**config.mk**
```make
export PLATFORM = sky130hd
export DESIGN_NAME = lpm_ctrl
export DESIGN_NICKNAME = d
export VERILOG_FILES = /design/src/rtl/lpm_pkg.sv /design/src/rtl/lpm_timer.sv /design/src/rtl/lpm_wake.sv /design/src/rtl/lpm_pins.sv /design/src/rtl/lpm_ctrl.sv
export SDC_FILE = /design/constraint.sdc
export NUM_CORES = 1
export LEC_CHECK = 0
export CAP_MARGIN = 10
export CORE_ASPECT_RATIO = 0.7
export CORE_MARGIN = 3
export CORE_UTILIZATION = 40
export CTS_BUF_LIST = sky130_fd_sc_hd__clkbuf_8 sky130_fd_sc_hd__clkbuf_16
export CTS_CLUSTER_DIAMETER = 200
export CTS_CLUSTER_SIZE = 20
export DETAILED_ROUTE_END_ITERATION = 10
export PLACE_DENSITY = 0.73
export SYNTH_ARGS = -nofsm -noshare
export SYNTH_HDL_FRONTEND = slang
export SYNTH_SLANG_ARGS = --single-unit
```
**constraint.sdc**
```tcl
create_clock -name clk -period 1.73 [get_ports clk]
set_input_delay 0.346 -clock clk [delete_from_list [all_inputs] [get_ports clk]]
set_output_delay 0.346 -clock clk [all_outputs]
set_load 0.01 [all_outputs]
```
**src/rtl/lpm_pkg.sv**
```systemverilog
package lpm_pkg;

    typedef enum logic [2:0] {
        ST_RUN    = 3'd0,
        ST_IDLE   = 3'd1,
        ST_GRACE  = 3'd2,
        ST_PDOWN  = 3'd3,
        ST_SETTLE = 3'd4
    } lpm_state_e;

    typedef enum logic [1:0] {
        PM_CORE  = 2'd0,
        PM_HOLD  = 2'd1,
        PM_FLOAT = 2'd2,
        PM_ADDR  = 2'd3
    } pin_mode_e;

    typedef struct packed {
        logic      ale;
        logic      psen;
        pin_mode_e p0;
        pin_mode_e p2;
        pin_mode_e p13;
    } pin_ctl_t;

    typedef struct packed {
        logic cpu;
        logic periph;
        logic osc;
    } clk_ctl_t;

    function automatic clk_ctl_t clocks_for(lpm_state_e s);
        clk_ctl_t c;
        c.cpu    = (s == ST_RUN) || (s == ST_GRACE);
        c.periph = (s == ST_RUN) || (s == ST_GRACE) || (s == ST_IDLE);
        c.osc    = (s != ST_PDOWN);
        return c;
    endfunction

    function automatic pin_ctl_t sleep_pins(logic deep, logic ext);
        pin_ctl_t p;
        p.ale  = !deep;
        p.psen = !deep;
        p.p0   = ext ? PM_FLOAT : PM_HOLD;
        p.p2   = (ext && !deep) ? PM_ADDR : PM_HOLD;
        p.p13  = PM_HOLD;
        return p;
    endfunction

endpackage

```
**src/rtl/lpm_timer.sv**
```systemverilog
module lpm_timer #(
    parameter int W = 8
) (
    input  logic         clk,
    input  logic         rst,
    input  logic         load,
    input  logic [W-1:0] load_val,
    output logic         done
);
    logic [W-1:0] cnt;

    always_ff @(posedge clk) begin
        if (rst)
            cnt <= '0;
        else if (load)
            cnt <= load_val;
        else if (cnt != '0)
            cnt <= cnt - 1'b1;
    end

    assign done = (cnt == '0);
endmodule

```
**src/rtl/lpm_wake.sv**
```systemverilog
module lpm_wake #(
    parameter int N_IRQ = 6,
    parameter int N_EXT = 2
) (
    input  logic             clk,
    input  logic             rst,
    input  logic             latch_lvl,
    input  logic [N_IRQ-1:0] irq_pend,
    input  logic [N_IRQ-1:0] irq_en,
    input  logic [N_EXT-1:0] irq_level,
    output logic             any_wake,
    output logic             ext_wake
);
    logic [N_EXT-1:0] lvl_at_entry;
    logic [N_EXT-1:0] ext_hit;

    always_ff @(posedge clk) begin
        if (rst)
            lvl_at_entry <= '0;
        else if (latch_lvl)
            lvl_at_entry <= irq_level;
    end

    for (genvar i = 0; i < N_EXT; i++) begin : g_ext
        assign ext_hit[i] = irq_pend[i] & irq_en[i] & lvl_at_entry[i];
    end

    assign any_wake = |(irq_pend & irq_en);
    assign ext_wake = |ext_hit;
endmodule

```
**src/rtl/lpm_pins.sv**
```systemverilog
module lpm_pins
    import lpm_pkg::*;
(
    input  lpm_state_e state,
    input  logic       ext_prog,
    input  logic       core_ale,
    input  logic       core_psen,
    output pin_ctl_t   pins
);
    always_comb begin
        unique case (state)
            ST_IDLE:             pins = sleep_pins(1'b0, ext_prog);
            ST_PDOWN, ST_SETTLE: pins = sleep_pins(1'b1, ext_prog);
            default: begin
                pins.ale  = core_ale;
                pins.psen = core_psen;
                pins.p0   = PM_CORE;
                pins.p2   = PM_CORE;
                pins.p13  = PM_CORE;
            end
        endcase
    end
endmodule

```
**src/rtl/lpm_ctrl.sv**
```systemverilog
module lpm_ctrl
    import lpm_pkg::*;
#(
    parameter int N_IRQ      = 6,
    parameter int N_EXT      = 2,
    parameter int SETTLE_CYC = 4000,
    parameter int GRACE_CYC  = 24
) (
    input  logic             clk,
    input  logic             rst,
    input  logic             hw_rst,
    input  logic             ctl_we,
    input  logic             ctl_idle_d,
    input  logic             ctl_pd_d,
    output logic             ctl_idle_q,
    output logic             ctl_pd_q,
    input  logic [N_IRQ-1:0] irq_pend,
    input  logic [N_IRQ-1:0] irq_en,
    input  logic [N_EXT-1:0] irq_level,
    input  logic             ext_prog,
    input  logic             core_ale,
    input  logic             core_psen,
    output logic             cpu_clk_en,
    output logic             periph_clk_en,
    output logic             osc_en,
    output logic             core_rst_o,
    output logic             ram_wr_blk,
    output logic             ale_o,
    output logic             psen_o,
    output logic [1:0]       p0_mode,
    output logic [1:0]       p2_mode,
    output logic [1:0]       p13_mode
);
    localparam int CNT_MAX = (SETTLE_CYC > GRACE_CYC) ? SETTLE_CYC : GRACE_CYC;
    localparam int CNT_W   = $clog2(CNT_MAX + 1);
    localparam logic [CNT_W-1:0] SETTLE_LD = CNT_W'(SETTLE_CYC - 1);
    localparam logic [CNT_W-1:0] GRACE_LD  = CNT_W'(GRACE_CYC - 1);

    lpm_state_e       st, st_n;
    logic             clr_bits, enter_pd, tmr_load, tmr_done;
    logic [CNT_W-1:0] tmr_val;
    logic             any_wake, ext_wake;
    clk_ctl_t         clks;
    pin_ctl_t         pins;

    lpm_timer #(.W(CNT_W)) u_timer (
        .clk(clk), .rst(rst), .load(tmr_load), .load_val(tmr_val), .done(tmr_done)
    );

    lpm_wake #(.N_IRQ(N_IRQ), .N_EXT(N_EXT)) u_wake (
        .clk(clk), .rst(rst), .latch_lvl(enter_pd),
        .irq_pend(irq_pend), .irq_en(irq_en), .irq_level(irq_level),
        .any_wake(any_wake), .ext_wake(ext_wake)
    );

    lpm_pins u_pins (
        .state(st), .ext_prog(ext_prog), .core_ale(core_ale),
        .core_psen(core_psen), .pins(pins)
    );

    always_comb begin
        st_n     = st;
        clr_bits = 1'b0;
        enter_pd = 1'b0;
        tmr_load = 1'b0;
        tmr_val  = '0;
        unique case (st)
            ST_RUN: begin
                if (hw_rst) begin
                    clr_bits = 1'b1;
                end else if (ctl_pd_q) begin
                    st_n     = ST_PDOWN;
                    enter_pd = 1'b1;
                end else if (ctl_idle_q) begin
                    st_n = ST_IDLE;
                end
            end
            ST_IDLE: begin
                if (hw_rst) begin
                    st_n     = ST_GRACE;
                    tmr_load = 1'b1;
                    tmr_val  = GRACE_LD;
                end else if (any_wake) begin
                    st_n     = ST_RUN;
                    clr_bits = 1'b1;
                end
            end
            ST_GRACE: begin
                if (tmr_done) begin
                    st_n     = ST_RUN;
                    clr_bits = 1'b1;
                end
            end
            ST_PDOWN: begin
                if (hw_rst) begin
                    st_n     = ST_RUN;
                    clr_bits = 1'b1;
                end else if (ext_wake) begin
                    st_n     = ST_SETTLE;
                    tmr_load = 1'b1;
                    tmr_val  = SETTLE_LD;
                end
            end
            ST_SETTLE: begin
                if (hw_rst || tmr_done) begin
                    st_n     = ST_RUN;
                    clr_bits = 1'b1;
                end
            end
            default: begin
                st_n     = ST_RUN;
                clr_bits = 1'b1;
            end
        endcase
    end

    always_ff @(posedge clk) begin
        if (rst)
            st <= ST_RUN;
        else
            st <= st_n;
    end

    always_ff @(posedge clk) begin
        if (rst || clr_bits) begin
            ctl_idle_q <= 1'b0;
            ctl_pd_q   <= 1'b0;
        end else if (st == ST_RUN && ctl_we && !hw_rst) begin
            ctl_idle_q <= ctl_idle_d;
            ctl_pd_q   <= ctl_pd_d;
        end
    end

    assign clks          = clocks_for(st);
    assign cpu_clk_en    = clks.cpu;
    assign periph_clk_en = clks.periph;
    assign osc_en        = clks.osc;
    assign ram_wr_blk    = (st == ST_GRACE);
    assign core_rst_o    = hw_rst && (st != ST_IDLE) && (st != ST_GRACE);
    assign ale_o         = pins.ale;
    assign psen_o        = pins.psen;
    assign p0_mode       = pins.p0;
    assign p2_mode       = pins.p2;
    assign p13_mode      = pins.p13;
endmodule

```
Word-level counts from Yosys, hierarchy flattened. Cells that the tools add are included.

$add $sub $neg: 1. Reduce and logical (&&, ||, !) cells: 18. Multiplexer cells: 31. Eq/ne operators: 13. Bitwise logic cells: 5.

Operators with widths (number): $mux 12 (4); $mux 3 (9); $pmux 12 s2 (1); $pmux 8 s2 (1); $pmux 3 s5 (1); $logic_not 12->1 (1); $reduce_bool 12->1 (1); $sub 12x1->12 const B (1); $mux 1 (10); $ne 3x3->1 const B (3); $and 6x6->6 (1); $eq 3x2->1 const B (2); $ne 3x2->1 const B (2); $reduce_and 6->1 (1); $reduce_or 2->1 (3); $reduce_or 6->1 (1); $mux 5 (1); $and 1x1->1 (4); $logic_and 1x1->1 (4); $logic_or 1x1->1 (4); $mux 2 (2); $ne 2x2->1 const B (2); $pmux 1 s4 (1); $eq 3x1->1 const B (1); other kinds (7) (7).

Register bits: 19. Word-level logic and storage cells: 73. Input port bits: 23. Output and inout port bits: 15.

Logic depth before layout (Yosys ltp). Gate-level depths: netlist (run 1).

Depth after elaboration: 7. Mapped depth: 7. Gate-level depth less buffers: 6.

Cells and area by module. A second synthesis (run 1) with hierarchy kept.

Cell total of the unflattened synthesis: 175. Area total of the unflattened synthesis: 1388.8 µm².

Modules (own cells, without submodules): lpm_timer (cells an instance 93, instances 1, area each 729.4 µm², sequential area each 240.2 µm²); lpm_ctrl (cells an instance 53, instances 1, area each 445.4 µm², sequential area each 100.1 µm²); lpm_wake (cells an instance 13, instances 1, area each 108.9 µm², sequential area each 40.0 µm²); lpm_pins (cells an instance 16, instances 1, area each 105.1 µm², sequential area each 0.0 µm²).

Worst setup path after synthesis (run 1). No wires, ideal clock.

Path type: register -> register. Start point: register st[1]. End point: register st[1]. Stages on the path, launching flop included: 6. Path buffers: 1. Arrival time: 1.722 ns. Clock period less this slack: 1.799 ns. Slack: -0.069 ns. Required time: 1.653 ns. Setup time: 0.077 ns. Cells stage by stage: dfxtp_1 buf_6 or4b_1 or4_4 o31a_1 a41oi_2.

Cells in the longest elaborated chain, start to end: 3.

RTL lines: start, declared (line lpm_ctrl.sv:39) `lpm_state_e st, st_n;`; start signal, assigned (line lpm_ctrl.sv:121) `st <= st_n;`; $eq 3x2->1, or another cell as far along (line lpm_ctrl.sv:67) `unique case (st)`; $ne 3x3->1 (no line), or another cell as far along; $reduce_and 6->1 (no line).

Several ways; a longest one is shown, not always the timed one. A chain may end at the register's enable or synchronous reset.

Final worst setup path (run 1).
Start point: register st[2]. End point: output port p2_mode[1].

Cells in the longest elaborated chain, start to end: 3.

RTL lines: $eq 3x2->1 or $eq 3x3->1 (tied branches) (line lpm_pins.sv:11) `unique case (state)`; $reduce_or 2->1 (line lpm_pins.sv:11); $pmux 8 s2 (*) (line lpm_pins.sv:11); end, declared (line lpm_ctrl.sv:31) `output logic [1:0] p2_mode,`.

Mark *: on every way between the ends. The rest lies on a longest branch, timed or not.

==> results of run 1 <==
==> cells in the mapped netlist (3+ instances only) <==
master / count / area, µm²
o21ai_0: 10 / 50.05
a31oi_1: 4 / 25.02
nand2_1: 9 / 33.78
mux2i_1: 4 / 40.04
nor2_1: 11 / 41.29
nand3b_1: 3 / 22.52
inv_1: 6 / 22.52
nand3_1: 8 / 40.04
or3_1: 3 / 18.77
nor3_1: 3 / 15.01
dfxtp_1: 19 / 380.4
a21oi_1: 14 / 70.07
clkbuf_1: 6 / 22.52
o31ai_1: 3 / 22.52
a22o_1: 3 / 26.28
nor2b_1: 3 / 18.77
a211oi_1: 3 / 22.52
o311ai_0: 3 / 26.28
nand4_1: 3 / 18.77
==> worst min-delay path: cells and delay by family, from the launching register on <==
| kind | cells | cell delay [ns] |
|---|---|---|
| AO/OA/AOI/OAI | 2 | 0.14 |
| flip-flops | 1 | 0.32 |
==> cell type report <==
class / count / share of cell area [%]
inverters: 6 / 1.206
clock inverters: 1 / 0.2011
flip-flops and latches: 19 / 20.98
multi-input cells: 120 / 44.30
well taps: 36 / 2.413
clock buffers: 3 / 2.212
repair buffers: 62 / 28.69
==> where the power goes <==
part / switching [mW] / total (mW) / leakage, nW / internal, mW
sequential: 0.144 / 0.725 / 0.158 / 0.580
combinational: 0.799 / 1.57 / 0.581 / 0.766
clock: 0.151 / 0.309 / 0.0269 / 0.158
==> routing by layer <==
layer | global-route usage (%) | vias to the layer above | wire length (µm) | part of all wire [%]
met4 | 8.282 | 0 | 74 | 1.9
met5 | 0 | - | 0 | 0
met3 | 4.215 | 9 | 229 | 5.8
met2 | 35.78 | 48 | 1881 | 48
met1 | 28.62 | 655 | 1763 | 45
li1 | - | 692 | - | -
==> flip-flops by register name, indices dropped and copies added, names as in the netlist <==
| signal | count |
|---|---|
| ctl_pd_q | 1 |
| u_timer.cnt | 12 |
| u_wake.lvl_at_entry | 2 |
| st | 3 |
| ctl_idle_q | 1 |
==> timing repair <==
action / CTS / global route
cloned: 0 / 0
resized for setup: 29 / 17
setup endpoints to repair: 15 / 21
setup buffers: 2 / 1
pin swaps: 3 / 1
==> placed cells by master, fill, tap and decap left out, types with 3 or more instances in the layout <==
master	Yosys	routed
or3_1	3	3
o31ai_1	3	3
a211oi_1	3	3
dfxtp_4	0	3
clkbuf_2	0	3
dfxtp_1	19	16
nand3b_1	3	3
a22o_1	3	3
o21ai_0	10	9
dlygate4sd2_1	0	6
clkbuf_8	0	3
nor2_1	11	9
nand4_1	3	3
a31oi_1	4	4
nor3_1	3	3
nand3_1	8	8
inv_1	6	7
a21oi_1	14	13
nand2_1	9	9
buf_4	2	24
clkdlybuf4s15_1	0	3
mux2i_1	4	4
clkdlybuf4s50_1	0	23
==> kinds of logic after synthesis <==
family | count (synthesis)
DFF | 19
other | 1
and+or+nand+nor | 57
xor gates and xnor gates | 4
AOI/OAI and AO/OA | 51
adders and majority gates | 2
buffers and inverters | 17
muxes | 5
==> through the flow <==
step	power, mW	setup TNS (ns)	hold WS (ns)
after floorplan	1.654	0	0.4540
after global placement	2.154	-1.670	0.4741
after detailed placement	2.234	-2.037	0.4948
after CTS	2.548	-0.0003998	0.5053
after global routing	2.802	-0.01012	0.5492
final	2.599	0	0.5028
==> worst min-delay path by stage <==
stage                     cells after the start                     end
after CTS                                     2  u_wake.lvl_at_entry[1]
final                                         2  u_wake.lvl_at_entry[1]
after detailed placement                      2  u_wake.lvl_at_entry[1]
after global routing                          2  u_wake.lvl_at_entry[0]
after global placement                        2  u_wake.lvl_at_entry[1]
after floorplan                               2  u_wake.lvl_at_entry[0]
==> flow_metrics.env, run 1 <==
export IMPL_cts_tree="done"
export IMPL_wl_um=3949
export IMPL_drtAntennaViolNets=0
export IMPL_setup_slack_ns=0.06285
export IMPL_cp_data_required_time_ns=1.38
export IMPL_wl_per_cell_um=15.99
export IMPL_final_util_pct=64.76
export IMPL_slew_violations=0
export IMPL_dr_total_vias=1404
export IMPL_critPathArrivalTime_ns=1.32
export IMPL_synth_avg_cell_area_um2=7.980
export IMPL_ys_async_sr_fraction_pct=0
export IMPL_worst_setup_path_start_kind="flip-flop"
export IMPL_end_kind="output pin"
export IMPL_crit_end="p2_mode[1]"
export IMPL_die_h_um=52.68
export IMPL_mappedNetlistArea_um2=1245
export IMPL_htree_levels=1
export IMPL_drt_iter0_markers=108
export IMPL_synth_top_family_by_area="compound AO/OA/AOI/OAI gates"
export IMPL_crit_type="reg2out"
export IMPL_fp_row_count=16
export IMPL_synth_compound_area_share_pct=27.44
export IMPL_synth_mux_area_share_pct=4.121
export IMPL_multi_input_area_um2=827.0
export IMPL_synth_seq_area_share_pct=30.55
export IMPL_crit_fanout=6
export IMPL_antenna_found_initial=0
export IMPL_drv_cap=0
export IMPL_synth_fa_ha_area_share_pct=2.010
export IMPL_grt_usage_pct=21.97
export IMPL_dieArea_um2=3828
export IMPL_clockBufferDepth=2
export IMPL_dp_slack_ns=-0.3196
export IMPL_rsz0062_at_grt="true"
export IMPL_synthXorXnorAreaFrac_pct=2.814
export IMPL_cts_sinks=19
export IMPL_grt_pass1_vias=1393
export IMPL_fin_crit_sh_pct=96.37
export IMPL_slowest_delay_ns=0.37
export IMPL_first_pass_iters=4
export IMPL_r2r_end="st[1]"
export IMPL_dpl_hpwl_um=3073
export IMPL_regToRegSetupSlack_ns=0.06
export IMPL_synthCells=156
export IMPL_cts_root_buf="clkbuf_8"
export IMPL_drive_gt1_share_pct=23.22
export IMPL_holdBufCountCts=0
export IMPL_status="completed"
export IMPL_worstHoldStart="u_wake.lvl_at_entry[1]"
export IMPL_hold_viol=0
export IMPL_synth_simple_area_share_pct=26.33
export IMPL_path_clk_slew_ns=0.07
export IMPL_synth_seq_cells=19
export IMPL_finalCriticalPeriod_ns=1.667
export IMPL_grt_pass1_wl_um=6430
export IMPL_crit_path_start="st[2]"
export IMPL_cpLargestDelayFamily="buffers and inverters"
export IMPL_fill_cells=243
export IMPL_vdd_ir_drop_max_mv=0.8666
export IMPL_clock_fmax_mhz=599.8
export IMPL_initial_core_util_pct=43.19
export IMPL_overflow=0
export IMPL_ios=38
export IMPL_synth_cell_types=47
export IMPL_yosys_most_used_dff="dfxtp_1"
export IMPL_placed_cell_area_um2=1765
export IMPL_finalSetupViolations=0
export IMPL_synth_edf_count=0
export IMPL_drc=0
export IMPL_core_um2=2883
export IMPL_diodes=0
export IMPL_final_cells=247
export IMPL_grt_max_degree=14
export IMPL_crit_cells=4
export IMPL_reg2reg_depth=4
export IMPL_critPathSlowestCell="dfxtp_4"
export IMPL_clkLatencyLatePin_ns=0.26
export IMPL_portBuffers=36
export IMPL_nets=237
export IMPL_synth_nets=181
export IMPL_crit_buf_inv=2
export IMPL_cts_buffers=3
export IMPL_hp_class="reg2reg"
export IMPL_final_area_um2=1867
export IMPL_power_density_nw_per_um2=1392
export IMPL_place_gp_congestion=0.9466
export IMPL_path_cells="buf_4, nor2b_4, and3b_1, clkdlybuf4s15_1"
export IMPL_die_width_um=72.68
export IMPL_ys_warn_count=0
export IMPL_syn_to_final_growth_pct=49.95
export IMPL_r2r_start="st[2]"
export IMPL_via_per_inst=5.684
export IMPL_seqCellArea_um2=391.6
export IMPL_p_leak_nw=0.7660
export IMPL_placedCellCount=240
export IMPL_fin_skew_ns=0.006322
Note: power is estimated with default switching activity, not from simulation.
==> inputs of run 2 (changes only) <==
GPL_ROUTABILITY_DRIVEN = 0   (was not set)
==> results of run 2 <==
No change in the layout: final DEF, timing and power equal those of run 1.
